**config.mk**
```make
export PLATFORM = sky130hd
export DESIGN_NAME = chirp_sequencer
export DESIGN_NICKNAME = d
export VERILOG_FILES = /design/src/rtl/csq_pkg.sv /design/src/rtl/csq_regs.sv /design/src/rtl/csq_watchdog.sv /design/src/rtl/csq_core.sv /design/src/rtl/chirp_sequencer.sv
export SDC_FILE = /design/constraint.sdc
export NUM_CORES = 1
export LEC_CHECK = 0
export CAP_MARGIN = 30
export CORE_MARGIN = 2
export CORE_UTILIZATION = 40
export CTS_BUF_LIST = sky130_fd_sc_hd__clkbuf_4 sky130_fd_sc_hd__clkbuf_8 sky130_fd_sc_hd__clkbuf_16
export CTS_CLUSTER_DIAMETER = 30
export DETAILED_ROUTE_END_ITERATION = 8
export GPL_TIMING_DRIVEN = 0
export PLACE_DENSITY = 0.66
export SLEW_MARGIN = 10
export SYNTH_ARGS = -nofsm -noshare
export SYNTH_HDL_FRONTEND = slang
export SYNTH_SLANG_ARGS = --single-unit
```
**constraint.sdc**
```tcl
create_clock -name clk -period 4 [get_ports clk]
set_input_delay 0.6 -clock clk [delete_from_list [all_inputs] [get_ports clk]]
set_output_delay 0.6 -clock clk [all_outputs]
set_load 0.02 [all_outputs]
```
**src/rtl/csq_pkg.sv**
```systemverilog
package csq_pkg;

    localparam int CSQ_LEN_W   = 16;
    localparam int CSQ_DWELL_W = 9;

    typedef enum logic [1:0] {
        WAVE_SHORT  = 2'b00,
        WAVE_MEDIUM = 2'b01,
        WAVE_LONG   = 2'b10,
        WAVE_RSVD   = 2'b11
    } wave_e;

    typedef enum logic [3:0] {
        A_MODE    = 4'd0,
        A_MASK    = 4'd1,
        A_TRKWAVE = 4'd2,
        A_DWELL   = 4'd3,
        A_CLEN_S  = 4'd4,
        A_CLEN_M  = 4'd5,
        A_CLEN_L  = 4'd6,
        A_LLEN_S  = 4'd7,
        A_LLEN_M  = 4'd8,
        A_LLEN_L  = 4'd9
    } addr_e;

    typedef enum logic [1:0] {
        PH_IDLE   = 2'd0,
        PH_CHIRP  = 2'd1,
        PH_LISTEN = 2'd2
    } phase_e;

    typedef struct packed {
        logic                            track;
        logic [2:0]                      mask;
        wave_e                           trk_wave;
        logic [CSQ_DWELL_W-1:0]          dwell;
        logic [2:0][CSQ_LEN_W-1:0]       clen;
        logic [2:0][CSQ_LEN_W-1:0]       llen;
    } sched_cfg_t;

    function automatic logic [CSQ_LEN_W-1:0] pick_len(
        input logic [2:0][CSQ_LEN_W-1:0] a,
        input wave_e                     w
    );
        case (w)
            WAVE_MEDIUM: return a[1];
            WAVE_LONG:   return a[2];
            default:     return a[0];
        endcase
    endfunction

    // Counter load value: a programmed length of 0 behaves as 1
    function automatic logic [CSQ_LEN_W-1:0] load_of(input logic [CSQ_LEN_W-1:0] v);
        return (v == '0) ? '0 : v - 1'b1;
    endfunction

endpackage

```
**src/rtl/csq_regs.sv**
```systemverilog
module csq_regs
    import csq_pkg::*;
#(
    parameter int DEF_CLEN_S = 100,
    parameter int DEF_CLEN_M = 500,
    parameter int DEF_CLEN_L = 3000,
    parameter int DEF_LLEN_S = 17400,
    parameter int DEF_LLEN_M = 17000,
    parameter int DEF_LLEN_L = 13700,
    parameter int DEF_DWELL  = 64
) (
    input  logic                 clk,
    input  logic                 rst_n,
    input  logic                 we_i,
    input  logic [3:0]           addr_i,
    input  logic [CSQ_LEN_W-1:0] wdata_i,
    input  logic                 frame_end_i,
    input  logic                 fallback_i,
    output sched_cfg_t           cfg_o,
    output logic                 kick_o,
    output logic                 err_o
);

    typedef struct packed {
        logic [1:0]                mode;
        logic [2:0]                mask;
        wave_e                     trk_wave;
        logic [CSQ_DWELL_W-1:0]    dwell;
        logic [2:0][CSQ_LEN_W-1:0] clen;
        logic [2:0][CSQ_LEN_W-1:0] llen;
        logic                      kick;
        logic                      err;
    } regs_t;

    regs_t r_d, r_q;
    logic  trk_wr, trk_bad;

    assign trk_wr  = we_i && (addr_i == A_TRKWAVE);
    assign trk_bad = trk_wr && (wdata_i[1:0] == WAVE_RSVD);

    always_comb begin
        r_d = r_q;
        if (frame_end_i) r_d.kick = 1'b0;
        if (fallback_i)  r_d.mode = 2'b00;
        if (we_i) begin
            case (addr_i)
                A_MODE:    r_d.mode  = wdata_i[1:0];
                A_MASK:    r_d.mask  = wdata_i[2:0];
                A_TRKWAVE: begin
                    if (trk_bad) begin
                        r_d.err = 1'b1;
                    end else begin
                        r_d.trk_wave = wave_e'(wdata_i[1:0]);
                        r_d.kick     = 1'b1;
                    end
                end
                A_DWELL:   r_d.dwell   = wdata_i[CSQ_DWELL_W-1:0];
                A_CLEN_S:  r_d.clen[0] = wdata_i;
                A_CLEN_M:  r_d.clen[1] = wdata_i;
                A_CLEN_L:  r_d.clen[2] = wdata_i;
                A_LLEN_S:  r_d.llen[0] = wdata_i;
                A_LLEN_M:  r_d.llen[1] = wdata_i;
                A_LLEN_L:  r_d.llen[2] = wdata_i;
                default:   ;
            endcase
        end
    end

    always_ff @(posedge clk or negedge rst_n) begin
        if (!rst_n) begin
            r_q.mode     <= 2'b00;
            r_q.mask     <= 3'b111;
            r_q.trk_wave <= WAVE_SHORT;
            r_q.dwell    <= CSQ_DWELL_W'(DEF_DWELL);
            r_q.clen[0]  <= CSQ_LEN_W'(DEF_CLEN_S);
            r_q.clen[1]  <= CSQ_LEN_W'(DEF_CLEN_M);
            r_q.clen[2]  <= CSQ_LEN_W'(DEF_CLEN_L);
            r_q.llen[0]  <= CSQ_LEN_W'(DEF_LLEN_S);
            r_q.llen[1]  <= CSQ_LEN_W'(DEF_LLEN_M);
            r_q.llen[2]  <= CSQ_LEN_W'(DEF_LLEN_L);
            r_q.kick     <= 1'b0;
            r_q.err      <= 1'b0;
        end else begin
            r_q <= r_d;
        end
    end

    always_comb begin
        cfg_o.track    = (r_q.mode == 2'b11);
        cfg_o.mask     = r_q.mask;
        cfg_o.trk_wave = r_q.trk_wave;
        cfg_o.dwell    = r_q.dwell;
        cfg_o.clen     = r_q.clen;
        cfg_o.llen     = r_q.llen;
    end

    assign kick_o = r_q.kick || (trk_wr && !trk_bad);
    assign err_o  = r_q.err;

    assert_err_sticky_R1: assert property (@(posedge clk) disable iff (!rst_n)
        err_o |=> err_o);

    assert_rsvd_rejected_R1: assert property (@(posedge clk) disable iff (!rst_n)
        trk_bad |=> (err_o && $stable(cfg_o.trk_wave)));

endmodule

```
**src/rtl/csq_watchdog.sv**
```systemverilog
module csq_watchdog #(
    parameter int WDOG_FRAMES = 5
) (
    input  logic clk,
    input  logic rst_n,
    input  logic track_act_i,
    input  logic frame_end_i,
    input  logic kick_i,
    output logic fallback_o
);

    localparam int CW = $clog2(WDOG_FRAMES + 1);

    typedef struct packed {
        logic [CW-1:0] silent;
    } wd_t;

    wd_t w_d, w_q;

    always_comb begin
        w_d        = w_q;
        fallback_o = 1'b0;
        if (!track_act_i) begin
            w_d.silent = '0;
        end else if (frame_end_i) begin
            if (kick_i) begin
                w_d.silent = '0;
            end else if (w_q.silent == CW'(WDOG_FRAMES - 1)) begin
                fallback_o = 1'b1;
                w_d.silent = '0;
            end else begin
                w_d.silent = w_q.silent + 1'b1;
            end
        end
    end

    always_ff @(posedge clk or negedge rst_n) begin
        if (!rst_n) w_q <= '0;
        else        w_q <= w_d;
    end

    assert_silent_bound_R9: assert property (@(posedge clk) disable iff (!rst_n)
        w_q.silent < CW'(WDOG_FRAMES));

endmodule

```
**src/rtl/csq_core.sv**
```systemverilog
module csq_core
    import csq_pkg::*;
#(
    parameter int SUB_CHIRPS = 16
) (
    input  logic                   clk,
    input  logic                   rst_n,
    input  sched_cfg_t             cfg_i,
    input  logic                   fallback_i,
    output logic                   chirp_on_o,
    output logic                   listen_on_o,
    output logic [1:0]             wave_o,
    output logic [1:0]             sub_o,
    output logic [CSQ_DWELL_W-1:0] idx_o,
    output logic                   chirp_stb_o,
    output logic                   frame_stb_o,
    output logic                   frame_end_o,
    output logic                   track_act_o
);

    localparam int IW = CSQ_DWELL_W;

    typedef struct packed {
        phase_e                 phase;
        logic [CSQ_LEN_W-1:0]   cnt;
        logic [IW-1:0]          idx;
        logic [1:0]             sub;
        wave_e                  wave;
        sched_cfg_t             act;
        logic                   cstb;
        logic                   fstb;
    } core_t;

    core_t c_d, c_q;
    logic  last_chirp, more_sub, start_frame;
    logic [1:0] nxt_sub, first_sub;

    always_comb begin
        if (c_q.act.track)
            last_chirp = ({1'b0, c_q.idx} + 1'b1) >= {1'b0, c_q.act.dwell};
        else
            last_chirp = (c_q.idx == IW'(SUB_CHIRPS - 1));

        more_sub = !c_q.act.track &&
                   (((c_q.sub == 2'd0) && (c_q.act.mask[1] || c_q.act.mask[2])) ||
                    ((c_q.sub == 2'd1) && c_q.act.mask[2]));
        nxt_sub  = ((c_q.sub == 2'd0) && c_q.act.mask[1]) ? 2'd1 : 2'd2;

        first_sub = cfg_i.mask[0] ? 2'd0 : (cfg_i.mask[1] ? 2'd1 : 2'd2);

        frame_end_o = (c_q.phase == PH_LISTEN) && (c_q.cnt == '0) && last_chirp && !more_sub;
        start_frame = (c_q.phase == PH_IDLE) || frame_end_o;

        c_d      = c_q;
        c_d.cstb = 1'b0;
        c_d.fstb = 1'b0;

        case (c_q.phase)
            PH_CHIRP: begin
                if (c_q.cnt == '0) begin
                    c_d.phase = PH_LISTEN;
                    c_d.cnt   = load_of(pick_len(c_q.act.llen, c_q.wave));
                end else begin
                    c_d.cnt = c_q.cnt - 1'b1;
                end
            end
            PH_LISTEN: begin
                if (c_q.cnt != '0) begin
                    c_d.cnt = c_q.cnt - 1'b1;
                end else if (!last_chirp) begin
                    c_d.idx   = c_q.idx + 1'b1;
                    c_d.phase = PH_CHIRP;
                    c_d.cstb  = 1'b1;
                    c_d.cnt   = load_of(pick_len(c_q.act.clen, c_q.wave));
                end else if (more_sub) begin
                    c_d.sub   = nxt_sub;
                    c_d.wave  = wave_e'(nxt_sub);
                    c_d.idx   = '0;
                    c_d.phase = PH_CHIRP;
                    c_d.cstb  = 1'b1;
                    c_d.cnt   = load_of(pick_len(c_q.act.clen, wave_e'(nxt_sub)));
                end
            end
            default: ;
        endcase

        if (start_frame) begin
            c_d.act       = cfg_i;
            c_d.act.track = cfg_i.track && !fallback_i;
            c_d.idx       = '0;
            if (c_d.act.track) begin
                c_d.sub   = 2'd0;
                c_d.wave  = cfg_i.trk_wave;
                c_d.phase = PH_CHIRP;
                c_d.cstb  = 1'b1;
                c_d.fstb  = 1'b1;
                c_d.cnt   = load_of(pick_len(cfg_i.clen, cfg_i.trk_wave));
            end else if (cfg_i.mask != 3'b000) begin
                c_d.sub   = first_sub;
                c_d.wave  = wave_e'(first_sub);
                c_d.phase = PH_CHIRP;
                c_d.cstb  = 1'b1;
                c_d.fstb  = 1'b1;
                c_d.cnt   = load_of(pick_len(cfg_i.clen, wave_e'(first_sub)));
            end else begin
                c_d.phase = PH_IDLE;
                c_d.cnt   = '0;
            end
        end
    end

    always_ff @(posedge clk or negedge rst_n) begin
        if (!rst_n) begin
            c_q       <= '0;
            c_q.phase <= PH_IDLE;
            c_q.wave  <= WAVE_SHORT;
        end else begin
            c_q <= c_d;
        end
    end

    assign chirp_on_o  = (c_q.phase == PH_CHIRP);
    assign listen_on_o = (c_q.phase == PH_LISTEN);
    assign wave_o      = c_q.wave;
    assign sub_o       = c_q.sub;
    assign idx_o       = c_q.idx;
    assign chirp_stb_o = c_q.cstb;
    assign frame_stb_o = c_q.fstb;
    assign track_act_o = c_q.act.track;

    assert_no_rsvd_wave_R1: assert property (@(posedge clk) disable iff (!rst_n)
        (chirp_on_o || listen_on_o) |-> (wave_o != WAVE_RSVD));

    assert_listen_follows_R6: assert property (@(posedge clk) disable iff (!rst_n)
        chirp_on_o |=> (chirp_on_o || listen_on_o));

    assert_stb_in_chirp_R6: assert property (@(posedge clk) disable iff (!rst_n)
        chirp_stb_o |-> chirp_on_o);

    assert_wave_hold_R6: assert property (@(posedge clk) disable iff (!rst_n)
        (listen_on_o && !frame_end_o) |=> (chirp_stb_o || $stable(wave_o)));

    assert_frame_stb_first_R7: assert property (@(posedge clk) disable iff (!rst_n)
        frame_stb_o |-> (chirp_stb_o && (idx_o == '0)));

    assert_fallback_scan_R9: assert property (@(posedge clk) disable iff (!rst_n)
        fallback_i |=> !track_act_o);

endmodule

```
**src/rtl/chirp_sequencer.sv**
```systemverilog
module chirp_sequencer
    import csq_pkg::*;
#(
    parameter int SUB_CHIRPS  = 16,
    parameter int WDOG_FRAMES = 5,
    parameter int DEF_CLEN_S  = 100,
    parameter int DEF_CLEN_M  = 500,
    parameter int DEF_CLEN_L  = 3000,
    parameter int DEF_LLEN_S  = 17400,
    parameter int DEF_LLEN_M  = 17000,
    parameter int DEF_LLEN_L  = 13700,
    parameter int DEF_DWELL   = 64
) (
    input  logic        clk,
    input  logic        rst_n,
    input  logic        cfg_we,
    input  logic [3:0]  cfg_addr,
    input  logic [15:0] cfg_wdata,
    output logic        chirp_on,
    output logic        listen_on,
    output logic [1:0]  wave_sel,
    output logic [1:0]  sub_idx,
    output logic [8:0]  chirp_idx,
    output logic        chirp_stb,
    output logic        frame_stb,
    output logic        cfg_err
);

    sched_cfg_t cfg;
    logic       kick, fallback, frame_end, track_act;

    csq_regs #(
        .DEF_CLEN_S (DEF_CLEN_S),
        .DEF_CLEN_M (DEF_CLEN_M),
        .DEF_CLEN_L (DEF_CLEN_L),
        .DEF_LLEN_S (DEF_LLEN_S),
        .DEF_LLEN_M (DEF_LLEN_M),
        .DEF_LLEN_L (DEF_LLEN_L),
        .DEF_DWELL  (DEF_DWELL)
    ) i_regs (
        .clk         (clk),
        .rst_n       (rst_n),
        .we_i        (cfg_we),
        .addr_i      (cfg_addr),
        .wdata_i     (cfg_wdata),
        .frame_end_i (frame_end),
        .fallback_i  (fallback),
        .cfg_o       (cfg),
        .kick_o      (kick),
        .err_o       (cfg_err)
    );

    csq_watchdog #(
        .WDOG_FRAMES (WDOG_FRAMES)
    ) i_wdog (
        .clk         (clk),
        .rst_n       (rst_n),
        .track_act_i (track_act),
        .frame_end_i (frame_end),
        .kick_i      (kick),
        .fallback_o  (fallback)
    );

    csq_core #(
        .SUB_CHIRPS (SUB_CHIRPS)
    ) i_core (
        .clk         (clk),
        .rst_n       (rst_n),
        .cfg_i       (cfg),
        .fallback_i  (fallback),
        .chirp_on_o  (chirp_on),
        .listen_on_o (listen_on),
        .wave_o      (wave_sel),
        .sub_o       (sub_idx),
        .idx_o       (chirp_idx),
        .chirp_stb_o (chirp_stb),
        .frame_stb_o (frame_stb),
        .frame_end_o (frame_end),
        .track_act_o (track_act)
    );

endmodule

```
==> flow_metrics.py <==
metrics = {
    "outcome": {
        "status": "finished, final reports clean",
    },
    "critical_path": {
        "cp-start-kind": "register",
        "path_cells": "inv_1, ha_4, buf_6, clkbuf_8, buf_8, a221oi_2, or2_2, ha_2, nor2b_1, a32oi_2, nor2_4, and2_4, a311o_2, o211ai_1, a21oi_1, o41ai_2",
        "critPathMaxStageDelay_ps": 460,
        "rr_worst_depth": 16,
        "r2r_start": "i_core.wave_o[0]",
        "crit_fanout": 10,
        "criticalPathCategory": "reg -> reg",
        "critical-path-slowest-cell": "dfrtp_2",
        "end_kind": "register",
        "path_depth": 16,
        "path_delay_family": "compound AO/OA/AOI/OAI gates",
        "worstPathRequired_ps": 4400,
        "path_buf_inv": 4,
        "cp.arrival_ps": 4300,
        "critPathLaunch": "i_core.wave_o[0]",
    },
    "synth": {
        "synth.avg_cell_area_sq_um": 9.25,
        "synth_top_area_share_pct": 37.6,
        "synth_area_sq_um": 14600,
        "synthFlopType": "dfrtp_1",
        "synth_nets": 1623,
        "yosysTopAreaCell": "dfrtp_1",
        "synthTopCellsByArea": "dfrtp_1 (38%), nand2_1 (10%), mux2_2 (9.3%)",
        "synthArstFlopShare_pct": 100,
        "synth_seq_area_share_pct": 44.6,
        "synth_edf_count": 0,
        "ys.warnings.count": 0,
        "synth_seq_cells": 258,
        "synth.distinct_cells": 80,
        "syn_inst": 1578,
        "synth_commonest_cells": "nand2_1 (401), dfrtp_1 (219), mux2_2 (120)",
        "post-synth-top-count-cell": "nand2_1",
    },
    "floorplan": {
        "fp.dieW_um": 195,
        "die_height_um": 195,
        "start_util_pct": 40.8,
        "rows": 69,
        "design.core.area_sq_um": 35700,
        "fp.dieArea_sq_um": 38000,
        "io_pins": 41,
    },
    "detailed_routing": {
        "wl_per_cell_um": 22.3,
        "drt_iter0_drc": 1218,
        "drc": 0,
        "via_count": 12724,
        "avgViaCountPerCell": 5.80,
        "routed_wl_um": 49000,
        "postRouteAntennaNets": 0,
        "first_pass_iters": 6,
    },
    "final_layout": {
        "area.growth.synth_to_final_pct": 25.0,
        "seq_area_sq_um": 6510,
        "drive_above_1_share_pct": 22.9,
        "multi_input_area_sq_um": 7770,
        "antennaDiodeCount": 0,
        "fin_util_pct": 51.0,
        "fill_cells": 3333,
        "nets": 1727,
    },
    "global_routing": {
        "overflow": 0,
        "grt_max_degree": 107,
        "grt_pass1_vias": 12260,
        "grt_pass1_wl_um": 74600,
        "antenna_found_initial": 0,
        "globalRouteTotalUtil_pct": 25.8,
    },
    "worst_hold_path": {
        "hold-path-cell-count": 2,
        "hp-start": "i_regs.cfg_o[1]",
        "hold_class": "reg -> reg",
    },
    "placement": {
        "pre_cts_slack_ps": -1010,
        "gp_congestion": 0.974,
        "io_buffers": 38,
        "hpwl_um": 37000,
    },
    "sta": {
        "skew_ps": 61.2,
        "drv_slew": 0,
        "min_period_over_period_pct": 97.4,
        "setup_slack_ps": 103,
        "worst_slew_pin_slew_ps": 928,
        "hold_slack_ps": 459,
        "hold_violations": 0,
        "finalCriticalPeriod_ps": 3900,
        "clock.fmax_ghz": 0.257,
        "setup_viol": 0,
        "slew_headroom_pct": 37.9,
    },
    "power": {
        "ir_drop_mv": 0.373,
        "p_per_area_nw_per_um2": 548,
        "p_leak_nw": 8.11,
        "p_total_mw": 10.0,
    },
    "clocking": {
        "clockRootBuffer": "clkbuf_16",
        "h-tree-depth": 2,
        "cts_sinks": 258,
        "cts_made_buffers": 60,
        "cts_buffer_depth": 3,
        "cts_tree": "built",
        "clock_latency_ps": 600,
        "clk_pin_slew_worst_paths_ps": 60,
    },
    "job": {
        "drv_cap": 0,
    },
}
==> tightest hold or removal path, cell delays in order (launching register included) <==
cell     delay (ps)
dfrtp_1         340
nand2_1          50
nand2_1          50
==> worst paths after layout <==
path	to	slack (ps)
setup / recovery	i_core.c_q[134]	100
hold / removal	i_core.c_q[3]	460
setup reg to reg	i_core.c_q[134]	100
hold reg to reg	i_core.c_q[3]	460
max in group asynchronous	i_regs.cfg_o[29]	2490
min in group asynchronous	i_core.c_q[131]	590
==> registers in the layout, summed over array words and instances (netlist names) <==
name,flops
i_core.c_q,125
i_core.chirp_stb_o,1
i_core.frame_stb_o,1
i_core.idx_o,9
i_core.sub_o,2
i_core.track_act_o,1
i_core.wave_o,2
i_regs.cfg_o,110
i_regs.err_o,1
i_regs.r_q,3
i_wdog.w_q,3
==> per-stage QoR <==
stage	TNS [ps]	instance area (sq um)	std cells
5_1_grt	-8.44	18200	2195
6_report	0	18200	2195
3_5_place_dp	-57920	15600	2080
3_3_place_gp	-2144780	15600	2077
2_1_floorplan	0	14600	1578
4_1_cts	-90.5	18100	2194
==> logic make-up (layout without fill, tap and decap cells) <==
family	count (synthesis)	after routing	synth area share [%]
multiplexers	156	156	11.7
adder cells (fa/ha/maj)	22	22	1.89
AND/OR/NAND/NOR	661	661	20.4
flip-flops	258	258	44.6
XOR/XNOR	78	78	4.68
buffers and inverters	119	275	3.56
AO/OA/AOI/OAI	284	284	13.2
==> cell type report <==
cell class / instances / area share, %
well taps: 461 / 3.16
plain buffers: 82 / 2.87
multi-input cells: 1201 / 42.6
clock inverters: 46 / 3.43
flip-flops and latches: 258 / 35.7
inverters: 29 / 0.597
repair buffers: 50 / 2.83
clock buffers: 68 / 8.83
==> layout by cell type, fill, tap and decap left out, types with 34 or more instances in the layout <==
| cell | n |
|---|---|
| xnor2_1 | 49 |
| a21oi_1 | 40 |
| mux2i_1 | 34 |
| mux2_2 | 120 |
| dfstp_2 | 39 |
| clkdlybuf4s50_1 | 37 |
| dfrtp_1 | 214 |
| clkbuf_16 | 61 |
| o21ai_0 | 82 |
| nand2_1 | 400 |
| nor2_1 | 68 |
==> where the power goes <==
part	total [mW]	switching (mW)	internal [mW]	leakage, nW
combinational	1.45	0.825	0.622	3.75
sequential	3.26	0.308	2.95	3.27
clock	5.29	1.71	3.59	1.08
==> repair_timing <==
action / 4_1_cts / 5_1_grt
resized for setup: 67 / 54
endpoints found under the setup margin: 130 / 135
buffers inserted: 2 / 4
hold buffers: 1 / 0
pin swaps: 3 / 8
hold endpoints to repair: 4 / 0
==> routing by layer <==
metal / part of all wire [%] / global-route usage (%) / up-vias
met5: 0 / 0 / -
met4: 4.8 / 11.5 / 0
met3: 7.7 / 4.06 / 127
met2: 44 / 39.4 / 555
met1: 44 / 36.2 / 6219
li1: - / - / 5823
(Power assumes the default switching activity.)
